--- src/rtl/misr_pkg.sv ---
package misr_pkg;

  typedef enum logic [1:0] {
    CMP_NONE     = 2'd0,
    CMP_MATCH    = 2'd1,
    CMP_MISMATCH = 2'd2
  } cmp_res_e;

  // Combine an upstream bit with a data bit; optionally inverted.
  function automatic logic fold_bit(input logic upstream, input logic din, input bit invert);
    logic x;
    x = upstream ^ din;
    return invert ? ~x : x;
  endfunction

endpackage

--- src/rtl/misr_feedback.sv ---
module misr_feedback #(
  parameter int              WIDTH    = 4,
  parameter logic [WIDTH-1:0] TAP_MASK = 4'hC
) (
  input  logic [WIDTH-1:0] state,
  output logic             fb
);
  logic [WIDTH-1:0] tapped;

  for (genvar i = 0; i < WIDTH; i++) begin : g_tap
    if (TAP_MASK[i]) begin : g_on
      assign tapped[i] = state[i];
    end else begin : g_off
      assign tapped[i] = 1'b0;
    end
  end

  assign fb = ^tapped;
endmodule

--- src/rtl/misr_stage.sv ---
module misr_stage
  import misr_pkg::*;
#(
  parameter logic RST_VAL = 1'b0,
  parameter bit   INVERT  = 1'b0
) (
  input  logic clk,
  input  logic rst_n,
  input  logic load,
  input  logic seed_bit,
  input  logic capture,
  input  logic upstream,
  input  logic din,
  output logic q
);
  always_ff @(posedge clk) begin
    if (!rst_n)       q <= RST_VAL;
    else if (load)    q <= seed_bit;
    else if (capture) q <= fold_bit(upstream, din, INVERT);
  end
endmodule

--- src/rtl/misr_compare.sv ---
module misr_compare
  import misr_pkg::*;
#(
  parameter int WIDTH = 4
) (
  input  logic             clk,
  input  logic             rst_n,
  input  logic             req,
  input  logic [WIDTH-1:0] sig,
  input  logic [WIDTH-1:0] golden,
  output logic             done,
  output logic             pass,
  output logic             fail
);
  cmp_res_e res_q;
  logic     done_q;

  always_ff @(posedge clk) begin
    if (!rst_n) begin
      res_q  <= CMP_NONE;
      done_q <= 1'b0;
    end else begin
      done_q <= req;
      if (!req)                res_q <= CMP_NONE;
      else if (sig == golden)  res_q <= CMP_MATCH;
      else                     res_q <= CMP_MISMATCH;
    end
  end

  assign done = done_q;
  assign pass = (res_q == CMP_MATCH);
  assign fail = (res_q == CMP_MISMATCH);
endmodule

--- src/rtl/misr_sig.sv ---
module misr_sig
  import misr_pkg::*;
#(
  parameter int               WIDTH    = 4,
  parameter logic [WIDTH-1:0] TAP_MASK = 4'hC,
  parameter logic [WIDTH-1:0] SEED     = 4'h1,
  parameter bit               USE_XNOR = 1'b0
) (
  input  logic             clk,
  input  logic             rst_n,
  input  logic             seed_load,
  input  logic [WIDTH-1:0] seed_value,
  input  logic             in_valid,
  output logic             in_ready,
  input  logic [WIDTH-1:0] in_data,
  input  logic             cmp_req,
  input  logic [WIDTH-1:0] golden,
  output logic [WIDTH-1:0] sig_out,
  output logic             cmp_done,
  output logic             cmp_pass,
  output logic             cmp_fail
);
  localparam int LAST = WIDTH - 1;

  logic [WIDTH-1:0] sig;
  logic [WIDTH-1:0] upstream;
  logic             fb;
  logic             capture;

  assign in_ready = rst_n & ~seed_load;
  assign capture  = in_valid & in_ready;

  misr_feedback #(
    .WIDTH   (WIDTH),
    .TAP_MASK(TAP_MASK)
  ) u_feedback (
    .state(sig),
    .fb   (fb)
  );

  // Stage 0 sees the feedback parity; stage i sees stage i-1.
  assign upstream = {sig[LAST-1:0], fb};

  for (genvar i = 0; i < WIDTH; i++) begin : g_stage
    misr_stage #(
      .RST_VAL(SEED[i]),
      .INVERT (USE_XNOR)
    ) u_stage (
      .clk     (clk),
      .rst_n   (rst_n),
      .load    (seed_load),
      .seed_bit(seed_value[i]),
      .capture (capture),
      .upstream(upstream[i]),
      .din     (in_data[i]),
      .q       (sig[i])
    );
  end

  misr_compare #(
    .WIDTH(WIDTH)
  ) u_compare (
    .clk   (clk),
    .rst_n (rst_n),
    .req   (cmp_req),
    .sig   (sig),
    .golden(golden),
    .done  (cmp_done),
    .pass  (cmp_pass),
    .fail  (cmp_fail)
  );

  assign sig_out = sig;
endmodule

--- config.mk ---
export PLATFORM = sky130hd
export DESIGN_NAME = misr_sig
export DESIGN_NICKNAME = d
export VERILOG_FILES = /design/src/rtl/misr_pkg.sv /design/src/rtl/misr_feedback.sv /design/src/rtl/misr_stage.sv /design/src/rtl/misr_compare.sv /design/src/rtl/misr_sig.sv
export SDC_FILE = /design/constraint.sdc
export NUM_CORES = 1
export LEC_CHECK = 0
export BUFFER_PORTS_ARGS = -buffer_cell sky130_fd_sc_hd__clkbuf_2
export CORE_MARGIN = 1
export CORE_UTILIZATION = 28
export CTS_BUF_LIST = sky130_fd_sc_hd__clkbuf_8
export DETAILED_ROUTE_END_ITERATION = 10
export PLACE_DENSITY = 0.7
export REMOVE_ABC_BUFFERS = 1
export SYNTH_ARGS = -nofsm -noshare
export SYNTH_HDL_FRONTEND = slang
export SYNTH_SLANG_ARGS = --single-unit
--- constraint.sdc ---
create_clock -name clk -period 1.2 [get_ports clk]
set_clock_uncertainty 0.1 [all_clocks]
set_input_delay 0.18 -clock clk [delete_from_list [all_inputs] [get_ports clk]]
set_output_delay 0.18 -clock clk [all_outputs]
set_load 0.05 [all_outputs]
### After elaboration in Yosys (flattened, before gate mapping)

Index checks and enable logic that the tools add are counted.

* mux-type cells: 9
* eq/ne operators: 3
* bitwise operators: 7
* reductions and logical operators: 3

Operators with widths (count)
* $mux 1: 8
* $eq 4x4->1: 1
* $reduce_xor 4->1: 1
* $xor 1x1->1: 4
* $and 1x1->1: 2
* $eq 2x1->1 const B: 1
* $eq 2x2->1 const B: 1
* $mux 2: 1
* $reduce_and 2->1: 1
* $reduce_bool 2->1: 1
* $not 1->1: 1

* flip-flop bits (word level): 7
* word-level logic and storage cells: 28
* bits of input ports: 17
* output and inout bits: 8

### Depth between registers and ports, before layout

Gate-level depths: netlist of run 1.

* word-level depth: 5
* depth in mapped cells: 4
* gate-level depth less buffers: 3

### Cells and area by module

Synthesis of run 1 repeated with hierarchy kept, for this count alone.

* cells, all modules: 41
* area, all modules: 385.4 um2

Modules (own cells, without submodules)
* misr_stage at g_stage[1].u_stage ...: area each 60.1 um2, sequential area each 20.0 um2, cells each 6, times used 3
* misr_compare: area each 131.4 um2, sequential area each 60.1 um2, cells each 14, times used 1
* misr_stage at g_stage[0].u_stage: area each 50.0 um2, sequential area each 20.0 um2, cells each 6, times used 1
* misr_sig: area each 15.0 um2, sequential area each 0.0 um2, cells each 2, times used 1
* misr_feedback: area each 8.8 um2, sequential area each 0.0 um2, cells each 1, times used 1

### Worst setup path before layout of run 1

OpenSTA, ideal clock, no wires.

* path kind: reg2out
* start: reg u_compare.res_q[1]
* end: out cmp_fail
* cell stages (with the launch flop): 2
* arrival: 1019 ps
* required time: 920 ps
* path buffers: 0
* setup slack: -99 ps
* path through: dfxtp_1 > nor2b_1

* longest elaborated chain between the ends: 1

RTL lines
* from (decl): RTL line misr_compare.sv:15 `cmp_res_e res_q;`
* from (signal assigned): RTL line misr_compare.sv:20 `res_q <= CMP_NONE;`
* from (signal assigned): RTL line misr_compare.sv:24 `if (!req) res_q <= CMP_NONE;`
* from (signal assigned): RTL line misr_compare.sv:25 `else if (sig == golden) res_q <= CMP_MATCH;`
* $eq 2x2->1: RTL line misr_compare.sv:32 `assign fail = (res_q == CMP_MISMATCH);`
* to (decl): RTL line misr_sig.sv:21 `output logic cmp_fail`

Every way passes these cells.

### Worst setup path after layout of run 1

* start: reg g_stage[1].u_stage.q
* end: out sig_out[1]

RTL lines
* from (decl): RTL line misr_stage.sv:14 `output logic q`
* from (signal assigned): RTL line misr_stage.sv:18 `else if (load) q <= seed_bit;`
* from (signal assigned): RTL line misr_stage.sv:19 `else if (capture) q <= fold_bit(upstream, din, INVERT);`
* to (decl): RTL line misr_sig.sv:18 `output logic [WIDTH-1:0] sig_out,`

No word-level cell between the ends.

==> results.tsv, run 1 <==
stage	metric	value	unit
power_and_ir_drop	switchingPower	231	uW
yosys	synth_commonest_cells	7 x dfxtp_1, 5 x xnor2_1, 4 x buf_4, 4 x xor2_1	
global_routing	grt_pass1_wl	1260	um
yosys	yosys.cell_count.top_type	dfxtp_1	
power_and_ir_drop	p_leak	0.307	nW
sta	timing.fmax	867	MHz
route	ant_nets	0	
power_and_ir_drop	p_int	565	uW
sta	setup_ws	0.0468	ns
critical_path	slowest_delay	0.42	ns
layout	drive_above_1_share	0.493	
clocking	cts.sinks	7	
power_and_ir_drop	combPwrFrac	0.267	
critical_path	critPathCaptureType	output port	
sta	worst_pin_slew	0.274	ns
yosys	synth_area_leaders	dfxtp_1 36%, xnor2_1 11%, xor2_1 8.9%	
floorplan	fp.dieH	39.4	um
critical_path	path_buf_inv	1	
sta	slew_viol_final	0	
sta	final.min_clock_period	1.15	ns
route	avgViaCountPerCell	4.32	
critical_path	r2r-end	g_stage[0].u_stage.q$_SDFFE_PN1P_	
placed_design	port_buffers	24	
min_path	min_path_cells	3	
power_and_ir_drop	p_sw_frac	0.291	
floorplan	die-area	1550	um2
critical_path	critPathTopFamily	flip-flops	
power_and_ir_drop	clkPwrFrac	0.397	
critical_path	start_kind	flop	
floorplan	core	1300	um2
layout	nNetsFinal	87	
min_path	hp-class	in2reg	
min_path	hold_start	cmp_req	
outcome	outcome	finished clean	
sta	finalSetupViolations	0	
critical_path	crit_type	reg2out	
placed_design	dp_hpwl	692	um
floorplan	start_util	0.301	
global_routing	globalRouteOverflowTotal	0	
power_and_ir_drop	vdd_ir_drop_max	538	uV
floorplan	die_w	39.4	um
global_routing	grt_max_degree	8	
route	first_pass_iters	4	
yosys	yosysSeqAreaShare	0.358	
floorplan	rows	13	
layout	area_delta_synth_final	53.0	%
yosys	yosysTopAreaCell	dfxtp_1	
layout	instances_no_fill	84	
route	routedWlPerCell	10.4	um
sta	slew_headroom	0.818	
yosys	synth-edff-count	0	
yosys	synth-seq-cells	7	
clocking	cts-root-buf	clkbuf_8	
critical_path	worstPathArrival	0.87	ns
critical_path	crit_path_max_fanout	4	
global_routing	grt_usage	0.128	
yosys	synth_cell_types	18	
critical_path	cp_slowest_cell	dfxtp_1	
placed_design	gp_congestion	0.770	
global_routing	grt_pass1_vias	312	
power_and_ir_drop	powerDensity	1330	nW/um2
yosys	synth.cell_area	392	um2
yosys	syn_inst	43	
yosys	synth_top_cell_area_share	0.358	
clocking	cts_tree	built	
route	drt_iter0_drc	2	
clocking	insertion_delay	0.22	ns
sta	period_share	0.961	
clocking	h-tree-depth	1	
yosys	avgSynthCellArea	9.11	um2
sta	finalHoldViolations	0	
route	vias	363	
clocking	path_clk_slew	0.04	ns
clocking	cts_hold_buf	0	
clocking	cts_buffers	3	
global_routing	antenna_found_initial	0	
yosys	yosys_warnings	0	
critical_path	rr_worst_depth	3	
sta	grt_setup_unrepaired	yes	
layout	num_antenna_cells	0	
floorplan	ioPinCount	25	
clocking	clockBufferDepth	2	
placed_design	post-place-ws	0.0319	ns
critical_path	r2r_slack	0.07	ns
critical_path	rr_startpoint	g_stage[0].u_stage.q$_SDFFE_PN1P_	
route	wl	871	um
flow_run	maxCapViolCount	0	
critical_path	cp.required	0.92	ns
power_and_ir_drop	seqPwrFrac	0.336	
yosys	synth_ff_type	dfxtp_1	
critical_path	path_cells	buf_4	
yosys	async_flop_share	0	
route	drc	0	
min_path	hold_path_end	u_compare.done$_SDFF_PN0_	
placed_design	dp_cells	80	
[cell usage in the layout (no fill, tap or decap), drive strengths merged]
cell type,n
nand4,1
a31oi,1
clkbuf,22
or4b,1
nor2,1
nand2b,1
xnor2,5
and2,1
inv,3
nand2,2
dfxtp,7
nor2b,2
buf,8
nand3,3
xor2,4
o21ai,4
mux2i,3
[kinds of logic (layout without fill, tap and decap cells)]
kind of cell    after synthesis  count (layout)  share of synthesized area
buf+inv                       7              33                      0.125
flops                         7               7                      0.358
xor+xnor                      9               9                      0.201
compound gates                5               5                     0.0671
simple gates                 12              12                      0.173
mux                           3               3                     0.0767
[through the flow]
step,power [mW],setup TNS [ns],area (um2),hold WS [ns],utilization
floorplan,0.391,-0.708,350,0.181,-
global placement,0.461,0,512,0.314,0.393
detailed placement,0.464,0,512,0.309,0.393
CTS,0.797,0,578,0.0790,0.444
global route,0.842,-0.00773,599,0.112,0.461
finish,0.796,0,599,0.0829,0.461
[routing by layer]
| metal | part of all wire | global-route usage |
|---|---|---|
| met3 | 0.078 | 0.0511 |
| met1 | 0.45 | 0.156 |
| met2 | 0.47 | 0.184 |
| met5 | 0 | 0 |
| met4 | 0 | 0.0776 |
[area by class of cell]
class / instances / area [um2]
clock buffers: 3 / 41.3
repair buffers: 27 / 171
clock inverters: 1 / 3.75
well taps: 15 / 18.8
inverters: 2 / 7.51
fillers: 137 / 702
flip-flops and latches: 7 / 141
multi-input cells: 29 / 215
[power groups by stage]
stage | Combinational (mW) | Clock, mW | Sequential, mW
finish | 0.212 | 0.316 | 0.268
global route | 0.228 | 0.345 | 0.270
CTS | 0.204 | 0.326 | 0.266
detailed placement | 0.194 | 0 | 0.270
global placement | 0.192 | 0 | 0.269
floorplan | 0.0753 | 0 | 0.315
[tightest hold or removal path, stage by stage]
cell and delay (ns):
clkbuf_2 0.08, nand2_1 0.05, inv_1 0.06
[how the worst max path moves through the flow]
stage	slack (ns)	endpoint	start	cells past startpoint
4_1_cts	0.002	sig_out[1]	g_stage[1].u_stage.q$_SDFFE_PN0P_	1
5_1_grt	-0.008	cmp_pass	u_compare.res_q[0]$_SDFF_PN0_	2
2_1_floorplan	-0.21	g_stage[0].u_stage.q$_SDFFE_PN1P_	g_stage[0].u_stage.q$_SDFFE_PN1P_	3
3_5_place_dp	0.03	g_stage[0].u_stage.q$_SDFFE_PN1P_	seed_load	4
3_3_place_gp	0.07	g_stage[0].u_stage.q$_SDFFE_PN1P_	seed_load	4
6_report	0.05	sig_out[1]	g_stage[1].u_stage.q$_SDFFE_PN0P_	1
[state kept, by name, summed over array words and instances, names as in the netlist]
signal / cells
u_compare.done: 1
g_stage.u_stage.q: 4
u_compare.res_q: 2
[what timing repair did]
item / in CTS / in global routing
gates resized for setup: 7 / 11
pin swaps: 0 / 2
buffers inserted: 0 / 0
setup endpoints to repair: 6 / 7
No activity file was read; power rests on OpenSTA's default activity.
==> run 2, diff against run 1 <==
- BUFFER_PORTS_ARGS: -buffer_cell sky130_fd_sc_hd__clkbuf_2 -> -buffer_cell sky130_fd_sc_hd__buf_2
==> run 2 against run 1 <==
Die area is the same. Worst hold slack better by 0.0054 ns. Global-route usage decreased by 0.35 points. Utilization shrank 1.2 points. Cell count did not move. Maximum frequency shrank 1.1%. Largest power group unchanged. Register-to-register slack about the same. Largest cell class unchanged. Power increased by 0.71%. Count of clock-buffer cells in the layout is the same. Critical path type unchanged. Critical path depth is the same. Combinational power down 2%. Critical endpoint unchanged. Highest routed layer unchanged. Sequential cell count unchanged.
==> results.tsv, run 2 (synthesis gave the netlist of run 1 again) <==
stage	metric	value	unit	change
outcome	outcome	finished clean		
power_and_ir_drop	vdd_ir_drop_max	455	uV	-15%
power_and_ir_drop	p_sw_frac	0.299		+0.00870
clocking	h-tree-depth	1		unchanged
clocking	cts-root-buf	clkbuf_8		
critical_path	path_buf_inv	1		unchanged
route	drc	0		unchanged
power_and_ir_drop	powerDensity	1370	nW/um2	+3.3%
critical_path	slowest_delay	0.42	ns	about the same
critical_path	critPathCaptureType	output port		
critical_path	setup.worst_path.end	sig_out[1]		
placed_design	port_buffers	24		unchanged
route	avgViaCountPerCell	4.26		-1.4%
critical_path	crit_path_max_fanout	4		unchanged
critical_path	rr_startpoint	g_stage[0].u_stage.q$_SDFFE_PN1P_		
floorplan	die_w	39.4	um	unchanged
route	routedWlPerCell	10.2	um	-2.0%
sta	final.min_clock_period	1.17	ns	+0.0129 ns
clocking	insertion_delay	0.23	ns	about the same
power_and_ir_drop	p_int	562	uW	-0.53%
clocking	cts_tree	built		
critical_path	cp_slowest_cell	dfxtp_1		
critical_path	critPathTopFamily	flip-flops		
route	drt_iter0_drc	6		+4
sta	tns	0	ns	unchanged
min_path	hp-class	in2reg		
power_and_ir_drop	combPwrFrac	0.259		-0.008
power_and_ir_drop	switchingPower	240	uW	+3.7%
route	wl_met2	388	um	-5.8%
floorplan	die-area	1550	um2	unchanged
route	route.met3.wl	92	um	+35%
clocking	cts_setup_buffers	0		unchanged
sta	finalSetupViolations	0		unchanged
route	ant_nets	0		unchanged
critical_path	path_cells	buf_4		
layout	final_cell_mix	18 x buf_2, 7 x buf_4, 6 x dfxtp_1, 4 x xnor2_1, 4 x xor2_1		
sta	slew_viol_final	0		unchanged
clocking	path_clk_slew	0.04	ns	about the same
layout	num_antenna_cells	0		unchanged
layout	final_common_cell	buf_2		
critical_path	worstPathArrival	0.89	ns	+0.02 ns
power_and_ir_drop	p_leak	0.301	nW	-2.0%
clocking	cts_buffers	3		unchanged
critical_path	crit_cells	1		unchanged
sta	period_share	0.972		+0.0108
layout	largest_register_ff_count	4		unchanged
floorplan	ioPinCount	25		unchanged
critical_path	rr_worst_depth	3		unchanged
layout	area_delta_synth_final	49.2	%	
power_and_ir_drop	seqPwrFrac	0.332		-0.004
global_routing	grt_usage	0.125		-0.00353
clocking	cts.sinks	7		unchanged
layout	fin_util	0.449		-0.0115
floorplan	start_util	0.301		unchanged
layout	largest-register	g_stage.u_stage.q		
flow_run	maxCapViolCount	0		unchanged
global_routing	grt_max_degree	8		unchanged
route	vias	358		-1.4%
critical_path	r2r_slack	0.07	ns	about the same
route	wl_met1	372	um	-4.4%
placed_design	dp_hpwl	688	um	-0.64%
clocking	clockBufferDepth	2		unchanged
global_routing	grt_pass1_vias	313		+0.32%
sta	slew_headroom	0.837		+0.0188
global_routing	antenna_found_initial	0		unchanged
route	wl	854	um	-2.0%
route	dr.max_layer_used	met3		
placed_design	gp_congestion	0.767		-0.39%
layout	drive_above_1_share	0.464		-0.0290
layout	nNetsFinal	87		unchanged
sta	grt_setup_unrepaired	yes		
critical_path	r2r-end	g_stage[0].u_stage.q$_SDFFE_PN1P_		
global_routing	grt_pass1_wl	1240	um	-1.6%
floorplan	rows	13		unchanged
critical_path	startpoint	g_stage[1].u_stage.q$_SDFFE_PN0P_		
power_and_ir_drop	clkPwrFrac	0.409		+0.012
floorplan	fp.dieH	39.4	um	unchanged
sta	worst_pin_slew	0.246	ns	-0.0276 ns
floorplan	core	1300	um2	unchanged
critical_path	cp.required	0.92	ns	about the same
sta	finalHoldViolations	0		unchanged
critical_path	crit_type	reg2out		
sta	timing.fmax	857	MHz	-1.1%
critical_path	start_kind	flop		
route	first_pass_iters	4		unchanged
global_routing	globalRouteOverflowTotal	0		unchanged
==> run 2: cell count changes in the layout (fill, tap and decap cells not counted), sizes merged <==
| cell | delta |
|---|---|
| buf | +18 |
| clkbuf | -18 |
==> run 2: worst min path at each step <==
stage / startpoint / endpoint / slack (ns) / depth (start not counted)
final: cmp_req / u_compare.done$_SDFF_PN0_ / 0.09 / 3
after global routing: seed_value[1] / g_stage[1].u_stage.q$_SDFFE_PN0P_ / 0.11 / 3
after CTS: cmp_req / u_compare.done$_SDFF_PN0_ / 0.08 / 3
after detailed placement: cmp_req / u_compare.done$_SDFF_PN0_ / 0.32 / 3
after global placement: cmp_req / u_compare.done$_SDFF_PN0_ / 0.31 / 3
after floorplan: in_valid / g_stage[0].u_stage.q$_SDFFE_PN1P_ / 0.18 / 1
==> run 2: cell type report <==
class / instances / area (um2)
inverters: 2 / 7.51
clock buffers: 3 / 41.3
fillers: 142 / 717
flip-flops and latches: 7 / 141
repair buffers: 27 / 161
multi-input cells: 29 / 210
well taps: 15 / 18.8
clock inverters: 1 / 3.75
==> run 2: per-stage QoR <==
step           setup slack, ns  total power [mW]  hold WS (ns)  cells  cell area (um2)
3_3_place_gp            0.0615             0.461         0.312     80              512
6_report                0.0338             0.801        0.0884     84              584
2_1_floorplan           -0.208             0.391         0.181     38              350
5_1_grt                -0.0118             0.843         0.107     84              584
3_5_place_dp            0.0315             0.464         0.317     80              512
4_1_cts               0.000543             0.804        0.0811     84              567
==> run 2: repair_timing <==
item / 4_1_cts / 5_1_grt
endpoints found under the setup margin: 4 / 6
hold buffers: 0 / 0
pin swaps: 0 / 2
resized for setup: 4 / 6
==> run 2: routing by layer <==
layer  GRT usage  up-vias
met5           0        -
met4      0.0517        0
met3      0.0682        0
met2       0.193       19
met1       0.139      149
li1            -      190
==> run 2: power groups by stage <==
stage | clock network (mW) | logic [mW] | registers [mW]
after floorplan | 0 | 0.0753 | 0.315
after global placement | 0 | 0.193 | 0.269
after detailed placement | 0 | 0.194 | 0.270
after CTS | 0.337 | 0.201 | 0.266
after global routing | 0.351 | 0.224 | 0.269
final | 0.328 | 0.207 | 0.266
==> run 2: worst register-to-register path: stages, from the launching register on <==
cell	delay, ns
dfxtp_1	0.30
or4b_1	0.47
o21ai_1	0.09
a31oi_1	0.05
